<file path="config.mk">
export PLATFORM = sky130hd
export DESIGN_NAME = fm_read_timer
export DESIGN_NICKNAME = d
export VERILOG_FILES = /design/src/rtl/fmrt_pkg.sv /design/src/rtl/fmrt_field_ctl.sv /design/src/rtl/fmrt_line_timer.sv /design/src/rtl/fmrt_window_fsm.sv /design/src/rtl/fm_read_timer.sv
export SDC_FILE = /design/constraint.sdc
export NUM_CORES = 1
export LEC_CHECK = 0
export BUFFER_PORTS_ARGS = -buffer_cell sky130_fd_sc_hd__buf_2
export CAP_MARGIN = 20
export CORE_UTILIZATION = 56
export DETAILED_ROUTE_END_ITERATION = 8
export PLACE_DENSITY = 0.75
export SYNTH_ARGS = -nofsm -noshare
export SYNTH_HDL_FRONTEND = slang
export SYNTH_SLANG_ARGS = --single-unit
</file>
<file path="constraint.sdc">
create_clock -name clk -period 3.4 [get_ports clk]
set_input_delay 0.17 -clock clk [delete_from_list [all_inputs] [get_ports clk]]
set_output_delay 0.17 -clock clk [all_outputs]
set_load 0.02 [all_outputs]
</file>
<file path="src/rtl/fmrt_pkg.sv">
package fmrt_pkg;

    typedef enum logic [1:0] {
        MODE_STD  = 2'b00,
        MODE_CAM  = 2'b01,
        MODE_MPIP = 2'b10,
        MODE_FILM = 2'b11
    } op_mode_t;

    typedef enum logic [1:0] {
        ST_IDLE  = 2'd0,
        ST_ARMED = 2'd1,
        ST_READ  = 2'd2
    } win_state_t;

endpackage

</file>
<file path="src/rtl/fmrt_field_ctl.sv">
module fmrt_field_ctl
    import fmrt_pkg::*;
(
    input  logic     clk,
    input  logic     rst_n,
    input  logic     vref,
    input  logic     interp_in,
    input  logic     film_in,
    input  logic     even_in,
    output op_mode_t mode,
    output logic     even_o,
    output logic     fld_rst
);
    logic     vref_d;
    logic     even_pend;
    logic     vref_rise;
    op_mode_t mode_in;

    assign mode_in   = op_mode_t'({film_in, interp_in});
    assign vref_rise = vref & ~vref_d;

    always_ff @(posedge clk) begin
        if (!rst_n) begin
            vref_d    <= 1'b0;
            mode      <= MODE_STD;
            even_pend <= 1'b0;
            even_o    <= 1'b0;
            fld_rst   <= 1'b0;
        end else begin
            vref_d  <= vref;
            fld_rst <= vref_rise && (mode_in != MODE_MPIP);
            if (vref_rise) begin
                mode      <= mode_in;
                even_pend <= even_in;
                even_o    <= even_pend;
            end
        end
    end
endmodule

</file>
<file path="src/rtl/fmrt_line_timer.sv">
module fmrt_line_timer #(
    parameter int CNT_W = 12
) (
    input  logic             clk,
    input  logic             rst_n,
    input  logic             href,
    output logic [CNT_W-1:0] cnt,
    output logic             armed
);
    localparam logic [CNT_W-1:0] CNT_TOP = '1;

    logic href_d;
    logic href_rise;

    assign href_rise = href & ~href_d;

    always_ff @(posedge clk) begin
        if (!rst_n) begin
            href_d <= 1'b0;
            cnt    <= '0;
            armed  <= 1'b0;
        end else begin
            href_d <= href;
            if (href_rise) begin
                cnt   <= '0;
                armed <= 1'b1;
            end else if (armed && cnt != CNT_TOP) begin
                cnt <= cnt + 1'b1;
            end
        end
    end
endmodule

</file>
<file path="src/rtl/fmrt_window_fsm.sv">
module fmrt_window_fsm
    import fmrt_pkg::*;
#(
    parameter int CNT_W      = 12,
    parameter int RD_START   = 127,
    parameter int RD_LEN     = 1680,
    parameter int MP_RST_OFS = 2016,
    parameter int MP_RD_OFS  = 2040,
    parameter int IP_DLY     = 32,
    parameter int BP_DLY     = 4,
    parameter int MP_DLY     = 7
) (
    input  logic             clk,
    input  logic             rst_n,
    input  op_mode_t         mode,
    input  logic [CNT_W-1:0] cnt,
    input  logic             armed,
    output logic             re_a,
    output logic             re_b,
    output logic             oe_a,
    output logic             oe_b,
    output logic             dv,
    output logic             mp_rst
);
    localparam int DLY_AB  = (IP_DLY > BP_DLY) ? IP_DLY : BP_DLY;
    localparam int DLY_MAX = (DLY_AB > MP_DLY) ? DLY_AB : MP_DLY;
    localparam int LEN_W   = $clog2(RD_LEN + 1);
    localparam logic [CNT_W-1:0] NRM_GO  = CNT_W'(RD_START - 1);
    localparam logic [CNT_W-1:0] MP_GO   = CNT_W'(MP_RD_OFS - 1);
    localparam logic [CNT_W-1:0] MP_HIT  = CNT_W'(MP_RST_OFS - 1);
    localparam logic [LEN_W-1:0] LEN_END = LEN_W'(RD_LEN - 1);

    win_state_t         state, nxt;
    logic [LEN_W-1:0]   len;
    logic               oe_q;
    logic [DLY_MAX-1:0] sr;
    logic [CNT_W-1:0]   go_at;
    logic               is_mp;

    assign is_mp = (mode == MODE_MPIP);
    assign go_at = is_mp ? MP_GO : NRM_GO;

    // next state
    always_comb begin
        nxt = state;
        unique case (state)
            ST_IDLE:  if (armed) nxt = ST_ARMED;
            ST_ARMED: if (cnt == go_at) nxt = ST_READ;
            ST_READ:  if (len == LEN_END) nxt = ST_ARMED;
            default:  nxt = ST_IDLE;
        endcase
    end

    // state register
    always_ff @(posedge clk) begin
        if (!rst_n) state <= ST_IDLE;
        else        state <= nxt;
    end

    // window length, output-enable lag, valid delay line, line reset
    always_ff @(posedge clk) begin
        if (!rst_n) begin
            len    <= '0;
            oe_q   <= 1'b0;
            sr     <= '0;
            mp_rst <= 1'b0;
        end else begin
            len    <= (state == ST_READ) ? len + 1'b1 : '0;
            oe_q   <= (state == ST_READ);
            sr     <= {sr[DLY_MAX-2:0], oe_q};
            mp_rst <= is_mp && armed && (cnt == MP_HIT);
        end
    end

    // outputs
    always_comb begin
        re_a = (state == ST_READ);
        re_b = re_a && !is_mp;
        oe_a = oe_q;
        oe_b = oe_q && !is_mp;
        unique case (mode)
            MODE_CAM, MODE_FILM: dv = sr[IP_DLY-1];
            MODE_STD:            dv = sr[BP_DLY-1];
            MODE_MPIP:           dv = sr[MP_DLY-1];
            default:             dv = 1'b0;
        endcase
    end
endmodule

</file>
<file path="src/rtl/fm_read_timer.sv">
module fm_read_timer
    import fmrt_pkg::*;
#(
    parameter int CNT_W      = 12,
    parameter int LINE_LEN   = 2048,
    parameter int RD_START   = 127,
    parameter int RD_LEN     = 1680,
    parameter int MP_RST_OFS = 2016,
    parameter int MP_RD_OFS  = 2040,
    parameter int IP_DLY     = 32,
    parameter int BP_DLY     = 4
) (
    input  logic       clk,
    input  logic       rst_n,
    input  logic       href,
    input  logic       vref,
    input  logic       interp_in,
    input  logic       film_in,
    input  logic       even_in,
    output logic [1:0] mode_o,
    output logic       even_o,
    output logic       slow_tick,
    output logic       rd_en_a,
    output logic       rd_en_b,
    output logic       out_en_a,
    output logic       out_en_b,
    output logic       rd_rst,
    output logic       data_valid
);
    localparam int MP_DLY = LINE_LEN - MP_RD_OFS - 1;

    op_mode_t         mode;
    logic             fld_rst;
    logic             mp_rst;
    logic [CNT_W-1:0] cnt;
    logic             armed;

    fmrt_field_ctl u_field (
        .clk       (clk),
        .rst_n     (rst_n),
        .vref      (vref),
        .interp_in (interp_in),
        .film_in   (film_in),
        .even_in   (even_in),
        .mode      (mode),
        .even_o    (even_o),
        .fld_rst   (fld_rst)
    );

    fmrt_line_timer #(.CNT_W(CNT_W)) u_line (
        .clk   (clk),
        .rst_n (rst_n),
        .href  (href),
        .cnt   (cnt),
        .armed (armed)
    );

    fmrt_window_fsm #(
        .CNT_W      (CNT_W),
        .RD_START   (RD_START),
        .RD_LEN     (RD_LEN),
        .MP_RST_OFS (MP_RST_OFS),
        .MP_RD_OFS  (MP_RD_OFS),
        .IP_DLY     (IP_DLY),
        .BP_DLY     (BP_DLY),
        .MP_DLY     (MP_DLY)
    ) u_win (
        .clk    (clk),
        .rst_n  (rst_n),
        .mode   (mode),
        .cnt    (cnt),
        .armed  (armed),
        .re_a   (rd_en_a),
        .re_b   (rd_en_b),
        .oe_a   (out_en_a),
        .oe_b   (out_en_b),
        .dv     (data_valid),
        .mp_rst (mp_rst)
    );

    assign mode_o    = mode;
    assign rd_rst    = fld_rst | mp_rst;
    assign slow_tick = armed & ~cnt[0];
endmodule

</file>
==> impl_metrics.json <==
{
  "status": "finished, final reports clean",
  "synth_ff_type": "dfxtp_1",
  "antenna_found_initial": 0,
  "synth_area_leaders": "dfxtp_1, and2_1, nor2_1, mux2i_1, nor2b_1",
  "synth_top_area_share_pct": 54.89,
  "ys_async_sr_fraction_pct": 0,
  "hpwl_mm": 2.541,
  "clk_latency_ps": 340,
  "finalMaxSlewViolations": 0,
  "core_area_um2": 4086,
  "finalSetupTns_ps": 0,
  "final_area_um2": 2745,
  "cts_tree": "yes",
  "vias_per_cell": 5.428,
  "die_area_um2": 4631,
  "yosys.area.top_type": "dfxtp_1",
  "cts_resized": 0,
  "postPlaceCellArea_um2": 2545,
  "numCtsBuffers": 9,
  "worstMarginPinSlew_ps": 696.5,
  "track_usage_pct": 20.66,
  "drt_wl_total_mm": 4.097,
  "final_antenna_net_count": 0,
  "grt_max_degree": 47,
  "htree_levels": 3,
  "rsz0062_at_grt": "no",
  "crit_path_max_fanout": 9,
  "syn_to_final_growth_pct": 12.34,
  "fmax_mhz": 544.9,
  "clock-root-buffer": "clkbuf_8",
  "syn_area_per_cell_um2": 9.974,
  "ctsHoldBuffers": 0,
  "die-height_um": 68.06,
  "max_slew_margin_pct": 53.14,
  "synth_edf_count": 0,
  "fillers": 319,
  "layout-drive-gt1-share_pct": 13.81,
  "gp_congestion": 0.8358,
  "syn-num-nets": 254,
  "worstPathRequired_ps": 3650,
  "die_w_um": 68.06,
  "synthCells": 245,
  "drt_pre_antenna_iters": 4,
  "io_pins": 17,
  "multiInputGateArea_um2": 1042,
  "worstPathArrival_ps": 2080,
  "grt.overflow.total": 0,
  "ys_seq_area_share_pct": 54.89,
  "io_buffers": 16,
  "p_per_area_nw_per_um2": 546.4,
  "drtIter0Drc": 119,
  "hp-class": "in -> reg",
  "path_class": "reg -> reg",
  "ir_worst_vdd_v": 0.0003971,
  "synth_seq_cells": 67,
  "avgRoutedWirePerCell_um": 12.88,
  "finalHoldViolations": 0,
  "drc": 0,
  "clk_pin_slew_ps": 80,
  "grt_pass1_wl_mm": 6.824,
  "route.vias.total": 1726,
  "setup_viol": 0,
  "p_leak_nw": 1.055,
  "fin_crit_sh_pct": 53.98,
  "initial_core_util_pct": 59.80,
  "period_needed_ps": 1835,
  "seq_area_um2": 1341,
  "yosys_warnings": 0,
  "grt_pass1_vias": 1582,
  "drv_cap": 0,
  "fin_util_pct": 67.18,
  "nNetsFinal": 272,
  "syn_area_um2": 2444,
  "finClkSkew_ps": 5.858,
  "cp-start-kind": "flop",
  "clock-sinks": 67,
  "num_rows": 23,
  "diodes": 0,
  "cts_buffer_depth": 2,
  "yosys.cell_types.count": 43,
  "postCtsSetupBuffers": 0,
  "worst_setup_path_end_kind": "flop"
}
-- cells in the final DEF (no fill, tap or decap), drive strengths merged, types with 2 or more instances in the layout --
master    instances
mux2i             5
o31ai             2
and3              7
clkinv            2
nor3              5
a21oi             7
nand3             8
nand4             4
o21ai             7
nor2b             8
o41ai             2
inv               7
nor4b             3
xor2              5
clkinvlp          2
and4              3
nand2b            2
nor4              3
clkbuf            9
or4               2
ha                2
buf              16
xnor2             5
nand2            12
dfxtp            67
nor2             20
and2             36
-- worst paths after layout --
path                                   endpoint      startpoint  depth (start not counted)  slack, ps
worst min-delay path              u_line.href_d            href                          2         40
worst max register to register    u_line.cnt[3]   u_line.cnt[7]                          4       1560
worst max-delay path              u_line.cnt[3]   u_line.cnt[7]                          4       1560
worst min register to register  u_field.fld_rst  u_field.vref_d                          1        430
-- report_power, final --
part           switching [mW]  internal, mW  leakage (nW)
clock                   0.318         0.343        0.0962
combinational          0.0247        0.0164         0.417
sequential            0.00682         0.791         0.541
-- cell type report --
class	count	share of cell area [%]
Clock buffer	9	4.512
Clock inverter	7	2.780
Inverter	5	0.6837
Multi-Input combinational cell	164	37.97
Sequential cell	67	48.86
Tap cell	50	2.279
Timing Repair Buffer	16	2.917
-- sequential cells by signal, indices dropped and copies added, names as in the netlist --
signal             flops
u_win.sr              32
u_line.cnt            12
u_win.len             11
u_field.mode           2
u_win.state            2
u_field.even_o         1
u_field.even_pend      1
u_field.fld_rst        1
u_field.vref_d         1
u_line.armed           1
u_line.href_d          1
u_win.mp_rst           1
u_win.oe_a             1
-- layer usage --
metal  part of all wire (%)  GRT usage, %  wire, µm  vias to the layer above
li1                       -             -         -                      875
met1                     48         24.03      1973                      806
met2                     45         31.50      1837                       34
met3                    4.5         10.50       185                       11
met4                    2.4         9.375       100                        0
met5                      0             0         0                        -
-- worst max-delay path, stage by stage, from the launching register on --
cell and delay (ps):
dfxtp_1 460, nand4_1 290, nor4_1 710, o311ai_0 200, o41ai_1 90
-- kinds of logic (layout without fill, tap and decap cells) --
logic type | Yosys count | count (layout) | share of synthesized area [%]
AOI/OAI and AO/OA | 29 | 29 | 8.500
xor gates and xnor gates | 10 | 10 | 3.584
adders and majority gates | 2 | 2 | 1.024
buffers and inverters | 14 | 37 | 2.458
DFF | 67 | 67 | 54.89
muxes | 5 | 5 | 2.048
and+or+nand+nor | 118 | 118 | 27.50
-- through the flow --
stage	hold slack [ps]	instances	total power, mW	setup slack [ps]
finish	43.67	318	1.500	1565
global route	33.85	318	1.553	1402
CTS	35.88	318	1.517	1659
detailed placement	391.9	302	0.8576	1660
global placement	391.2	302	0.8570	1699
floorplan	291.7	245	0.8449	1871
-- synth_stat cells (2+ instances only) --
master    instances
dfxtp_1          67
and2_1           36
nor2_1           20
nand2_1          12
clkbuf_1          8
nand3_1           8
nor2b_1           8
a21oi_1           7
and3_1            7
o21ai_0           7
inv_1             5
mux2i_1           5
nor3_1            5
xnor2_1           5
xor2_1            5
nand4_1           4
nor4_1            3
nor4b_1           3
and4_1            2
ha_1              2
nand2b_1          2
o31ai_1           2
or4_1             2
Power figures use the tool's default switching activity.
